--- config.mk ---
export PLATFORM = sky130hd
export DESIGN_NAME = fetch_patch_unit
export DESIGN_NICKNAME = d
export VERILOG_FILES = /design/src/rtl/fpatch_pkg.sv /design/src/rtl/fpatch_regs.sv /design/src/rtl/fpatch_match.sv /design/src/rtl/fetch_patch_unit.sv
export SDC_FILE = /design/constraint.sdc
export NUM_CORES = 1
export LEC_CHECK = 0
export BUFFER_PORTS_ARGS = -buffer_cell sky130_fd_sc_hd__buf_2
export CAP_MARGIN = 10
export CORE_ASPECT_RATIO = 1.2
export CORE_MARGIN = 5
export CORE_UTILIZATION = 61
export DETAILED_ROUTE_END_ITERATION = 7
export PLACE_DENSITY = 0.92
export SYNTH_ARGS = -nofsm -noshare
export SYNTH_HDL_FRONTEND = slang
export SYNTH_HIERARCHICAL = 1
export SYNTH_SLANG_ARGS = --single-unit
--- constraint.sdc ---
create_clock -name clk -period 5.3 [get_ports clk]
set_input_delay 1.06 -clock clk [delete_from_list [all_inputs] [get_ports clk]]
set_output_delay 1.06 -clock clk [all_outputs]
set_load 0.01 [all_outputs]
--- src/rtl/fpatch_pkg.sv ---
package fpatch_pkg;
  typedef logic [31:0] word_t;
  typedef logic [29:0] waddr_t;
  typedef enum logic {
    SEL_ADDR = 1'b0,
    SEL_REPL = 1'b1
  } reg_sel_e;

  function automatic waddr_t word_of(input word_t a);
    return a[31:2];
  endfunction
endpackage

--- src/rtl/fpatch_regs.sv ---
module fpatch_regs
  import fpatch_pkg::*;
#(
  parameter int NUM    = 6,
  parameter int SLOT_W = 3
) (
  input  logic                   clk,
  input  logic                   rst_por,
  input  logic                   rst_warm,
  input  logic                   wr_en,
  input  logic [SLOT_W-1:0]      wr_slot,
  input  reg_sel_e               wr_sel,
  input  word_t                  wr_data,
  input  logic [SLOT_W-1:0]      rd_idx,
  output logic                   glob_en,
  output logic [NUM-1:0]         slot_en,
  output logic [NUM-1:0][29:0]   slot_addr,
  output word_t                  rd_data
);
  localparam logic [SLOT_W-1:0] CTRL_SLOT = SLOT_W'(NUM);

  logic  wr_ok;
  word_t rep_mem [NUM];

  // writes are dropped in any reset cycle
  assign wr_ok = wr_en && !rst_warm;

  always_ff @(posedge clk) begin
    if (rst_por || rst_warm) begin
      glob_en <= 1'b0;
    end else if (wr_ok && wr_slot == CTRL_SLOT && wr_sel == SEL_ADDR) begin
      glob_en <= wr_data[0];
    end
  end

  for (genvar k = 0; k < NUM; k++) begin : g_slot
    always_ff @(posedge clk) begin
      if (rst_por) begin
        slot_en[k]   <= 1'b0;
        slot_addr[k] <= '0;
      end else if (wr_ok && wr_slot == SLOT_W'(k) && wr_sel == SEL_ADDR) begin
        slot_en[k]   <= wr_data[0];
        slot_addr[k] <= word_of(wr_data);
      end
    end

    always_ff @(posedge clk) begin
      if (rst_por) begin
        rep_mem[k] <= '0;
      end else if (wr_ok && wr_slot == SLOT_W'(k) && wr_sel == SEL_REPL) begin
        rep_mem[k] <= wr_data;
      end
    end
  end

  assign rd_data = rep_mem[rd_idx];
endmodule

--- src/rtl/fpatch_match.sv ---
module fpatch_match
  import fpatch_pkg::*;
#(
  parameter int NUM    = 6,
  parameter int SLOT_W = 3
) (
  input  waddr_t                 fetch_word,
  input  logic [NUM-1:0]         slot_en,
  input  logic [NUM-1:0][29:0]   slot_addr,
  output logic                   any_hit,
  output logic [SLOT_W-1:0]      win_idx
);
  logic [NUM-1:0] hit_vec;

  for (genvar k = 0; k < NUM; k++) begin : g_cmp
    assign hit_vec[k] = slot_en[k] && (slot_addr[k] == fetch_word);
  end

  assign any_hit = |hit_vec;

  // scan downward so the lowest set index is the one left standing
  always_comb begin
    win_idx = '0;
    for (int k = NUM - 1; k >= 0; k--) begin
      if (hit_vec[k]) win_idx = SLOT_W'(k);
    end
  end
endmodule

--- src/rtl/fetch_patch_unit.sv ---
module fetch_patch_unit
  import fpatch_pkg::*;
#(
  parameter int          NUM_SLOTS = 6,
  parameter logic [31:0] BOOT_VEC  = 32'h0000_0004,
  localparam int         SLOT_W    = $clog2(NUM_SLOTS + 1),
  localparam int         CFG_AW    = SLOT_W + 1
) (
  input  logic              clk,
  input  logic              rst_por,
  input  logic              rst_warm,
  input  logic              prot_active,
  input  logic              cfg_we,
  input  logic [CFG_AW-1:0] cfg_addr,
  input  logic [31:0]       cfg_wdata,
  input  logic [31:0]       fetch_addr,
  input  logic [31:0]       mem_rdata,
  output logic [31:0]       fetch_rdata,
  output logic              patch_hit,
  output logic [SLOT_W-1:0] patch_idx
);
  logic                       glob_en;
  logic [NUM_SLOTS-1:0]       slot_en;
  logic [NUM_SLOTS-1:0][29:0] slot_addr;
  logic                       any_hit;
  logic [SLOT_W-1:0]          win_idx;
  word_t                      rep_word;
  logic                       boot_fetch;
  reg_sel_e                   wr_sel;

  assign wr_sel = reg_sel_e'(cfg_addr[0]);

  fpatch_regs #(.NUM(NUM_SLOTS), .SLOT_W(SLOT_W)) regs_i (
    .clk      (clk),
    .rst_por  (rst_por),
    .rst_warm (rst_warm),
    .wr_en    (cfg_we && !prot_active),
    .wr_slot  (cfg_addr[CFG_AW-1:1]),
    .wr_sel   (wr_sel),
    .wr_data  (cfg_wdata),
    .rd_idx   (win_idx),
    .glob_en  (glob_en),
    .slot_en  (slot_en),
    .slot_addr(slot_addr),
    .rd_data  (rep_word)
  );

  fpatch_match #(.NUM(NUM_SLOTS), .SLOT_W(SLOT_W)) match_i (
    .fetch_word(word_of(fetch_addr)),
    .slot_en   (slot_en),
    .slot_addr (slot_addr),
    .any_hit   (any_hit),
    .win_idx   (win_idx)
  );

  assign boot_fetch  = word_of(fetch_addr) == word_of(BOOT_VEC);
  assign patch_hit   = glob_en && any_hit && !(prot_active && boot_fetch);
  assign patch_idx   = patch_hit ? win_idx : '0;
  assign fetch_rdata = patch_hit ? rep_word : mem_rdata;
endmodule

==> metrics.md <==
| Metric | Value |
|---|---|
| Clock tree root buffer cell | sky130_fd_sc_hd__clkbuf_16 |
| Average via count per standard cell | 6.06 |
| Routability Congestion | 0.873 |
| First-pass detailed-route iteration total | 5 |
| Via count of the first global-routing pass | about 13000 |
| R2r endpoint | regs_i/slot_addr[17] |
| Cell area after technology mapping | approximately 19000 sq um |
| Worst-path maximum fanout | 14 |
| Crit-path leading delay family | multiplexers |
| Synthesized instance count | approximately 1500 |
| Amount of wire on met3 after detailed routing | about 3.8 mm |
| Detailed-route via count | 12440 |
| Uppermost layer routed | met5 |
| Arrival @ worst endpoint | ~4300 ps |
| Initial core utilization | 62.1% |
| Count of distinct cell types in the synthesized netlist | 52 |
| Largest net degree at the start of global routing | 147 |
| Number of buffers and inverters on the critical path | 4 |
| P per Cell Area | about 300 nW/um^2 |
| Clock slew at the register clock pins of the worst setup and hold paths | about 60 ps |
| NumNets Final | ~1700 |
| Most numerous cell in the Yosys netlist | sky130_fd_sc_hd__nand2b_1 |
| Critical path class | in2out |
| Routed WL per cell | 24.0 um |
| Cells on worst reg2reg path | 2 |
| Clock period minus final worst setup slack | about 5300 ps |
| Number of enable flip-flop cells after synthesis | 192 |
| Peak supply drop | 0.228 mV |
| Post-synthesis net count | roughly 1600 |
| Required time reported for the critical path endpoint | between 4000 and 5000 ps |
| Leakage component of the power | between 8 and 9 nW |
| CP Launch Type | input pin |
| Register area share after synthesis | between 40 and 50% |
| Worst hold-check path type | reg2reg |
| Post-placement cell area | about 20000 sq um |
| Final Worst Setup Slack | -30.6 ps |
| Worst clock skew on the final layout | 0 ps |
| Most numerous cell types in the synthesized netlist | sky130_fd_sc_hd__nand2b_1, sky130_fd_sc_hd__edfxtp_1, sky130_fd_sc_hd__dfxtp_1, sky130_fd_sc_hd__mux2i_1, sky130_fd_sc_hd__and2_1 |
| Residual overflow from global routing | 0 |
| Area of the core | about 31000 sq um |
| Proportion of layout cells with a drive suffix above 1 | between 20% and 30% |
| Pre-CTS WS | -8.80 ps |
| Async set-reset flop share out of synthesis | 0% |
| Design area | around 21000 sq um |
| Outcome | finished with violations |
| Syn_area_per_cell | 12.5 sq um |
| Worst setup path startpoint | fetch_addr[11] |
| Area overhead of the layout relative to synthesis | 12.1% |
| CP Depth | 12 |
| Antenna violations before repair | 2 |
| First-pass GRT wire length | 73.1 mm |
| TritonCTS Buffers | 38 |
| Placement Rows | 70 |
| Synthesis warning total | 6 |
| Routed wl met2 | 24.2 mm |
| Core utilization of the finished layout | between 60 and 70% |
| Highest achievable clock rate | 188 MHz |
| Number of routed nets with antenna violations | 0 |
| Overall die area | 34900 sq um |
| Port bufs | 138 |
| Sum of routed wire segments on met1 | approximately 19 mm |
| Final count of hold timing violations | 0 |
| Overall power of the completed layout | approximately 6.2 mW |
| Hpwl dp | between 30 and 40 mm |
| Main flop type after synthesis | sky130_fd_sc_hd__edfxtp_1 |
| CTS tree | built |
| Final setup viols | 4 |
| Iteration-0 DRC count of the detailed router | between 1000 and 1500 |
| Flip-flop and latch count after synthesis | around 380 |
| Insertion delay of the later-clocked pin in the worst-skew pair | around 520 ps |
| Count of clock tree sinks | between 300 and 400 |
| Maximum buffer depth of the clock tree | 3 |
| Endpoint class of the critical path | output port |
| CTS Hold Bufs | 0 |
| Final worst path period share | 101% |
| Global-route total usage across every layer | a little over a quarter |
| Failing checks | negative setup slack |
| Count of max-cap constraint violations | 0 |
| DRC violations left | 0 |
| Die width | approximately 170 um |
| IO Count | about 140 |
| Height of the chip | ~200 um |
| Area share of the largest cell type after synthesis | between 30% and 40% |
| Cell types with the largest area share after synthesis | sky130_fd_sc_hd__edfxtp_1, sky130_fd_sc_hd__dfxtp_1, sky130_fd_sc_hd__mux2i_1 |
| Worst setup path endpoint | fetch_rdata[2] |
| H-Tree Depth | 2 |
| Standard cell with the maximum stage delay on the critical path | sky130_fd_sc_hd__or4_1 |
| Fin Hold WS | between 400 and 500 ps |
| Worst Max-Slew Pin Slew | 1190 ps |
| CP Cell Sequence | buf_2 -> xnor2_2 -> nand4_1 -> or4_1 -> a211oi_1 -> o21ai_1 -> a21boi_4 -> buf_12 -> buf_12 -> mux4_2 -> mux2_2 -> buf_2 |
| Flop-to-flop setup slack | ~4500 ps |
| Biggest area consumer among synthesized cells | sky130_fd_sc_hd__edfxtp_1 |
| Critical register-to-register path startpoint | regs_i/slot_addr[17] |
| Final max-slew violation count | 0 |
| Relative max-transition margin | around a fifth |
| Delay of the slowest cell on the worst path | about 600 ps |
| WL final | roughly 49 mm |
==> where the power goes <==
part	switching (mW)	internal (mW)
Clock	1.13	1.48
Combinational	0.266	0.184
Sequential	0.0275	3.16
Total	1.42	4.82
==> state kept, by name (all words and copies together), names as in the netlist <==
signal and cells:
regs_i/slot_addr 180, regs_i/glob_en 1, regs_i/rep_mem 192, regs_i/slot_en 6
==> worst register-to-register path, stage by stage (launching register included) <==
cell and delay, ps:
sky130_fd_sc_hd__dfxtp_1 350, sky130_fd_sc_hd__nand2b_1 90, sky130_fd_sc_hd__mux2i_1 220
==> cell usage in the layout (no fill, tap or decap), drive strengths merged, types with 2 or more instances in the layout <==
cell / instances
nand2: 7
edfxtp: 192
mux2: 96
inv: 8
nand3: 3
a21oi: 2
nor4: 31
mux4: 32
clkinv: 11
buf: 175
xnor2: 121
clkbuf: 55
nor3: 3
nor4b: 2
xor2: 59
nor2: 7
clkinvlp: 2
dfxtp: 187
mux2i: 187
or2b: 2
a31o: 5
and2: 193
nand4: 40
nand2b: 218
nor2b: 2
and3: 3
==> worst min-delay path by stage <==
stage	from	end	slack, ps	cells past startpoint
final	regs_i/slot_addr[82]	regs_i/slot_addr[82]	480	2
after global routing	regs_i/slot_en[3]	regs_i/slot_en[3]	500	2
after CTS	regs_i/slot_en[3]	regs_i/slot_en[3]	480	2
after detailed placement	regs_i/slot_en[3]	regs_i/slot_en[3]	480	2
after global placement	regs_i/slot_en[2]	regs_i/slot_en[2]	460	2
after floorplan	regs_i/slot_en[0]	regs_i/slot_en[0]	450	2
==> per-stage QoR <==
step	instances	TNS [ps]
final	2054	-68.0
after global routing	2054	-202
after CTS	2051	0
after detailed placement	1983	-8.80
after global placement	1983	0
after floorplan	1523	0
==> cell type report <==
cell class	count	area, sq um
sequential	379	9510
fill	2010	9320
multi-input combinational	1026	8990
timing repair buffer	177	1120
clock buffer	53	1080
tap	396	495
clock inverter	15	115
inverter	7	26.3
antenna	1	2.50
==> cells by family (layout without fill, tap and decap cells) <==
family | count (synthesis) | in the layout | share of synthesized area (%)
multiplexers | 315 | 315 | 19.8
other | 0 | 1 | 0
flip-flops | 379 | 379 | 49.9
buffers and inverters | 118 | 252 | 3.29
XOR/XNOR | 180 | 180 | 8.50
AND/OR/NAND/NOR | 519 | 519 | 17.9
AO/OA/AOI/OAI | 12 | 12 | 0.539
==> per-layer routing <==
| layer | track usage, % | vias up |
|---|---|---|
| met2 | 45.4 | 611 |
| met4 | 12.1 | 4 |
| met3 | 4.50 | 163 |
| met5 | 0 | - |
| li1 | - | 5485 |
| met1 | 35.2 | 6177 |
==> repair_timing <==
action / CTS / global route
endpoints found under the setup margin: 0 / 32
buffers inserted: 0 / 1
gates resized for setup: 0 / 6
Power figures use the tool's default switching activity.
